<file path="config.mk">
export PLATFORM = sky130hd
export DESIGN_NAME = pwm_fault_halt
export DESIGN_NICKNAME = d
export VERILOG_FILES = /design/src/rtl/pfh_pkg.sv /design/src/rtl/pfh_sync.sv /design/src/rtl/pfh_edge_det.sv /design/src/rtl/pfh_halt_state.sv /design/src/rtl/pfh_out_mux.sv /design/src/rtl/pwm_fault_halt.sv
export SDC_FILE = /design/constraint.sdc
export NUM_CORES = 1
export LEC_CHECK = 0
export BUFFER_PORTS_ARGS = -buffer_cell sky130_fd_sc_hd__buf_2
export CORE_AREA = 2 2 39 41
export DETAILED_ROUTE_END_ITERATION = 10
export DIE_AREA = 0 0 41 43
export MAX_ROUTING_LAYER = met4
export PLACE_DENSITY = 0.7
export SLEW_MARGIN = 10
export SYNTH_ARGS = -nofsm -noshare
export SYNTH_HDL_FRONTEND = slang
export SYNTH_SLANG_ARGS = --single-unit
</file>
<file path="constraint.sdc">
create_clock -name clk_i -period 1.4 [get_ports clk_i]
set_input_delay 0.28 -clock clk_i [delete_from_list [all_inputs] [get_ports clk_i]]
set_output_delay 0.28 -clock clk_i [all_outputs]
set_load 0.02 [all_outputs]
</file>
<file path="src/rtl/pfh_pkg.sv">
package pfh_pkg;
  typedef enum logic {
    EDGE_RISE = 1'b0,
    EDGE_FALL = 1'b1
  } edge_e;
endpackage

</file>
<file path="src/rtl/pfh_sync.sv">
module pfh_sync #(
  parameter int STAGES = 2
) (
  input  logic clk_i,
  input  logic rst_ni,
  input  logic d_i,
  output logic q_o
);
  logic [STAGES-1:0] stage_q;
  logic [STAGES-1:0] stage_d;

  always_comb begin
    stage_d[0] = d_i;
    for (int i = 1; i < STAGES; i++) begin
      stage_d[i] = stage_q[i-1];
    end
  end

  always_ff @(posedge clk_i or negedge rst_ni) begin
    if (!rst_ni) stage_q <= '0;
    else         stage_q <= stage_d;
  end

  assign q_o = stage_q[STAGES-1];
endmodule

</file>
<file path="src/rtl/pfh_edge_det.sv">
module pfh_edge_det
  import pfh_pkg::*;
(
  input  logic  clk_i,
  input  logic  rst_ni,
  input  logic  lvl_i,
  input  edge_e sel_i,
  output logic  pulse_o
);
  logic prev_q;
  logic rise;
  logic fall;

  always_ff @(posedge clk_i or negedge rst_ni) begin
    if (!rst_ni) prev_q <= 1'b0;
    else         prev_q <= lvl_i;
  end

  always_comb begin
    rise    = lvl_i & ~prev_q;
    fall    = ~lvl_i & prev_q;
    pulse_o = (sel_i == EDGE_FALL) ? fall : rise;
  end
endmodule

</file>
<file path="src/rtl/pfh_halt_state.sv">
module pfh_halt_state (
  input  logic clk_i,
  input  logic rst_ni,
  input  logic capture_i,
  input  logic arm_i,
  input  logic wr_en_i,
  input  logic wr_val_i,
  output logic halted_o
);
  logic halted_q;
  logic halted_d;
  logic trip;

  always_comb begin
    trip     = capture_i & arm_i;
    halted_d = halted_q;
    if (wr_en_i) halted_d = wr_val_i;
    if (trip)    halted_d = 1'b1;  // capture has priority over a clear
  end

  always_ff @(posedge clk_i or negedge rst_ni) begin
    if (!rst_ni) halted_q <= 1'b0;
    else         halted_q <= halted_d;
  end

  assign halted_o = halted_q;
endmodule

</file>
<file path="src/rtl/pfh_out_mux.sv">
module pfh_out_mux #(
  parameter int N_PINS = 4
) (
  input  logic              halted_i,
  input  logic [N_PINS-1:0] pwm_i,
  input  logic [N_PINS-1:0] safe_i,
  output logic [N_PINS-1:0] pin_o
);
  for (genvar g = 0; g < N_PINS; g++) begin : g_pin
    assign pin_o[g] = halted_i ? safe_i[g] : pwm_i[g];
  end
endmodule

</file>
<file path="src/rtl/pwm_fault_halt.sv">
module pwm_fault_halt
  import pfh_pkg::*;
#(
  parameter int N_PINS      = 4,
  parameter int SYNC_STAGES = 2,
  parameter int RST_STAGES  = 2
) (
  input  logic              clk_i,
  input  logic              rst_ni,
  input  logic              cfg_we_i,
  input  logic              cfg_arm_i,
  input  logic              cfg_edge_fall_i,
  input  logic [N_PINS-1:0] cfg_force_lvl_i,
  input  logic              stat_we_i,
  input  logic              stat_wdata_i,
  input  logic              fault_i,
  input  logic [N_PINS-1:0] pwm_i,
  output logic [N_PINS-1:0] pwm_o,
  output logic              capture_o,
  output logic              halted_o,
  output logic              arm_o,
  output logic              edge_fall_o,
  output logic [N_PINS-1:0] force_lvl_o
);
  localparam int CFG_W = N_PINS + 2;

  // reset: asserted asynchronously, released on a clock edge
  logic [RST_STAGES-1:0] rst_pipe_q;
  logic                  rst_n;

  always_ff @(posedge clk_i or negedge rst_ni) begin
    if (!rst_ni) rst_pipe_q <= '0;
    else         rst_pipe_q <= {rst_pipe_q[RST_STAGES-2:0], 1'b1};
  end
  assign rst_n = rst_pipe_q[RST_STAGES-1];

  // configuration register with explicit load enable
  logic [CFG_W-1:0] cfg_q;
  logic [CFG_W-1:0] cfg_d;

  always_comb begin
    cfg_d = cfg_q;
    if (cfg_we_i) cfg_d = {cfg_arm_i, cfg_edge_fall_i, cfg_force_lvl_i};
  end

  always_ff @(posedge clk_i or negedge rst_n) begin
    if (!rst_n) cfg_q <= '0;
    else        cfg_q <= cfg_d;
  end

  logic  arm;
  edge_e edge_sel;
  logic [N_PINS-1:0] safe_lvl;

  assign arm      = cfg_q[CFG_W-1];
  assign edge_sel = edge_e'(cfg_q[CFG_W-2]);
  assign safe_lvl = cfg_q[N_PINS-1:0];

  logic fault_s;
  logic capture;
  logic halted;

  pfh_sync #(.STAGES(SYNC_STAGES)) u_sync (
    .clk_i  (clk_i),
    .rst_ni (rst_n),
    .d_i    (fault_i),
    .q_o    (fault_s)
  );

  pfh_edge_det u_edge (
    .clk_i   (clk_i),
    .rst_ni  (rst_n),
    .lvl_i   (fault_s),
    .sel_i   (edge_sel),
    .pulse_o (capture)
  );

  pfh_halt_state u_state (
    .clk_i     (clk_i),
    .rst_ni    (rst_n),
    .capture_i (capture),
    .arm_i     (arm),
    .wr_en_i   (stat_we_i),
    .wr_val_i  (stat_wdata_i),
    .halted_o  (halted)
  );

  pfh_out_mux #(.N_PINS(N_PINS)) u_mux (
    .halted_i (halted),
    .pwm_i    (pwm_i),
    .safe_i   (safe_lvl),
    .pin_o    (pwm_o)
  );

  assign capture_o   = capture;
  assign halted_o    = halted;
  assign arm_o       = arm;
  assign edge_fall_o = cfg_q[CFG_W-2];
  assign force_lvl_o = safe_lvl;
endmodule

</file>
### Word level (Yosys, flattened, before mapping)

Index checks and enable logic that the tools add are counted.

* flip-flop bits (word level): 12
* input port bits: 16
* output and inout bits: 12
* word-level logic and storage cells: 18

* muxes and demuxes: 7
* bitwise operators: 5
* reduce and logical (&&, ||, !) cells: 1

Operators with widths (number)
* $mux 1: 7
* $and 1x1->1: 3
* $not 1->1: 2
* $reduce_bool 2->1: 1

### Depth between registers and ports, before layout

* word-level depth: 5
* gate-level depth with buffers: 2
* mapped depth without buffers: 2

### Hierarchy

A second synthesis with hierarchy kept.

* cells, all modules: 29
* area, all modules: 489.2 µm²

By module, submodules not included
* pwm_fault_halt: instances 1, cells each 16, area each 305.3 µm², sequential area each 200.2 µm²
* pfh_sync: instances 1, cells each 2, area each 50.0 µm², sequential area each 50.0 µm²
* pfh_edge_det: instances 1, cells each 4, area each 47.5 µm², sequential area each 25.0 µm²
* pfh_out_mux: instances 1, cells each 4, area each 45.0 µm², sequential area each 0.0 µm²
* pfh_halt_state: instances 1, cells each 3, area each 41.3 µm², sequential area each 25.0 µm²

### Worst setup path after synthesis

No wires, ideal clock.

* kind: reg2out
* start: reg u_state.halted_q, in the netlist u_state.halted_o
* end: out pwm_o[0]
* arrival: 0.938 ns
* data required time: 1.120 ns
* path slack: 0.182 ns
* cell stages (with the launch flop): 2
* path buffers: 0
* path through: dfrtp_1 mux2_2

* cells in the longest elaborated chain, start to end: 1

Ends and longest elaborated chain
* start, declared: RTL line pfh_halt_state.sv:10 `logic halted_q;`
* start signal, assigned: RTL line pfh_halt_state.sv:23 `else halted_q <= halted_d;`
* $mux 1: RTL line pfh_out_mux.sv:10 `assign pin_o[g] = halted_i ? safe_i[g] : pwm_i[g];`
* end, declared: RTL line pwm_fault_halt.sv:18 `output logic [N_PINS-1:0] pwm_o,`

Every way passes these cells.

### Final worst setup path

* start: reg u_state.halted_q, in the netlist u_state.halted_o
* end: out pwm_o[3]

Same word-level chain as after synthesis.

==> impl_metrics.toml <==
[hold_path]
hold_start = "fault_i"
hold_class = "input port to flop"
hold_end = "u_sync.stage_q[0]"
worstHoldPathCells = 1

[power_and_ir_drop]
leakage_nw = 0.402
p_int_mw = 0.669
switchingPower_mw = 0.247
power_density_mw_per_mm2 = 1190
combPwrFrac_pct = 25.8
seqPwrFrac_pct = 45.0
total_power_mw = 0.916
clkPwrFrac_pct = 29.2
power_switching_share_pct = 26.9
ir_drop_v = 0.000475

[route]
dr_total_vias = 378
vias_per_cell = 4.73
firstDrtPassIters = 2
post-route-drc-count = 0
drt-initial-drc-count = 1
ant_nets = 0
routed_wl_um = 1060
wl_per_cell_um = 13.2

[worst_setup_path]
criticalPathCategory = "flop to output port"
path_max_fanout = 6
crit_arrival_ns = 1.18
r2r_start = "cfg_q[4]"
r2r_cells = 2
end_kind = "output port"
timing.rr.end = "cfg_q[4]"
r2r_slack_ns = 0.45
critPathLaunchType = "flop"
worstPathRequired_ns = 1.12

[logic_synthesis]
yosysTopAreaCell = "dfrtp_1"
synth_area_per_cell_um2 = 16.2
yosysTopAreaCellShare_pct = 59.9
synth_most_common_cell = "dfrtp_1"
synth_fp_nets = 47
netlist_instances = 31
yosys_warnings = 0
synth_top_flop_cell = "dfrtp_1"
synthTopCellsByArea = "dfrtp_1 (60%), mux2_4 (18%), mux2_2 (9.0%)"
yosys-top-cells-count = "dfrtp_1 (12), mux2_4 (6), mux2_2 (4)"
synth-async-reset-ratio_pct = 100
synth-edff-count = 0
ys_types = 12
seq_area_frac_synth_pct = 59.9
ys_seq_elements = 12
synthesis.area_um2 = 502

[place]
place_area_um2 = 646
dp_slack_ns = 0.162
portBuffers = 27
place_congestion = 0.649
hpwl_um = 780

[finish]
fin_nets = 81
area_growth_pct = 53.1
drive_gt1_share_pct = 71.9
diodes = 0
fin_util_pct = 55.5
nFillCells = 114
stdcell_area_um2 = 768

[clock_tree]
cts_sinks = 12
cts-root-buf = "clkbuf_4"
clockBufferDepth = 2
tritoncts = "done"
path_clk_slew_ns = 0.07
numCtsBuffers = 3
htreeDepth = 1
clk_latency_ns = 0.27

[sta]
fin_crit_ns = 1.46
min_period_over_period_pct = 104
fin_worst_skew_ns = 0.00316
fmax_ghz = 0.684
hold_viol = 0
setup_viol = 4
drv_slew = 0
hold_ws_ns = 0.115
setup_slack_ns = -0.0620
rsz0062_at_grt = "true"

[floorplan]
die_h_um = 43
dieArea_mm2 = 0.00176
rows = 14
start_util_pct = 36.3
io_pins = 28
coreArea_mm2 = 0.00138
die_w_um = 41

[grt]
antenna_found_initial = 0
track_usage_pct = 14.3
grt_pass1_wl_um = 1590
grt_max_degree = 11
gr-total-overflow = 0
grt_pass1_vias = 398

[flow_run]
maxCapViolCount = 0

[status]
status = "complete, but fails checks"
violations = "negative setup slack"
[layer usage]
layer / global-route usage, % / wire [um] / up-vias
met4: 10.0 / 18 / 0
li1: - / - / 179
met5: - / 0 / -
met1: 13.9 / 434 / 184
met2: 23.4 / 548 / 13
met3: 3.14 / 53 / 2
[per-stage QoR]
step,TNS (ns),instances
2_1_floorplan,0,31
3_3_place_gp,0,73
3_5_place_dp,0,73
4_1_cts,-0.317,79
5_1_grt,-0.451,80
6_report,-0.244,80
[state kept, by name, summed over array words and instances, names as in the netlist]
register	cells
u_state.halted_o	1
cfg_q	6
u_sync.stage_q	2
u_edge.prev_q	1
rst_pipe_q	2
[cell type report]
class                           instances  area [um2]  area share (%)
Sequential cell                        12         302            39.3
Timing Repair Buffer                   30         191            24.9
Tap cell                               16        20.0            2.61
Clock buffer                            4        36.3            4.72
Multi-Input combinational cell         18         219            28.5
[critical path: stages, from the launching register on]
cell and delay, ns:
dfrtp_2 0.46, mux2_4 0.32, buf_6 0.13
[power groups by stage]
stage | Clock, mW | Combinational [mW] | Sequential (mW)
2_1_floorplan | 0 | 0.0941 | 0.435
3_3_place_gp | 0 | 0.183 | 0.413
3_5_place_dp | 0 | 0.185 | 0.415
4_1_cts | 0.280 | 0.228 | 0.412
5_1_grt | 0.301 | 0.250 | 0.418
6_report | 0.267 | 0.236 | 0.413
[placed cells by master, fill, tap and decap left out, drive strengths merged]
master and n:
nand3 1, nand2b 1, dlygate4sd3 1, nand2 1, dfrtp 12, clkbuf 4
nand4b 1, conb 1, mux2 10, o22ai 1, buf 29, mux2i 1
nand4bb 1
[how the worst max path moves through the flow]
stage	from	to	slack, ns	cells after the start
final	u_state.halted_o	pwm_o[3]	-0.06	2
after global routing	u_state.halted_o	pwm_o[3]	-0.11	2
after CTS	u_state.halted_o	pwm_o[3]	-0.08	2
after detailed placement	u_state.halted_o	pwm_o[3]	0.16	2
after global placement	u_state.halted_o	pwm_o[3]	0.19	2
after floorplan	u_state.halted_o	pwm_o[0]	0.18	1
[cell families (layout without fill, tap and decap cells)]
group,count (synthesis),after routing,synth area share [%]
AO/OA/AOI/OAI,1,1,1.25
buffers and inverters,1,34,2.24
other,1,1,0.747
multiplexers,11,11,28.9
flip-flops,12,12,59.9
AND/OR/NAND/NOR,5,5,6.98
[what timing repair did]
item / 4_1_cts / 5_1_grt
hold buffers: 1 / 0
pin swaps: 1 / 1
buffers inserted: 1 / 1
endpoints found under the hold margin: 2 / 0
gates resized for setup: 14 / 3
endpoints found under the setup margin: 5 / 5
gates cloned: 0 / 0
Power figures use the tool's default switching activity.
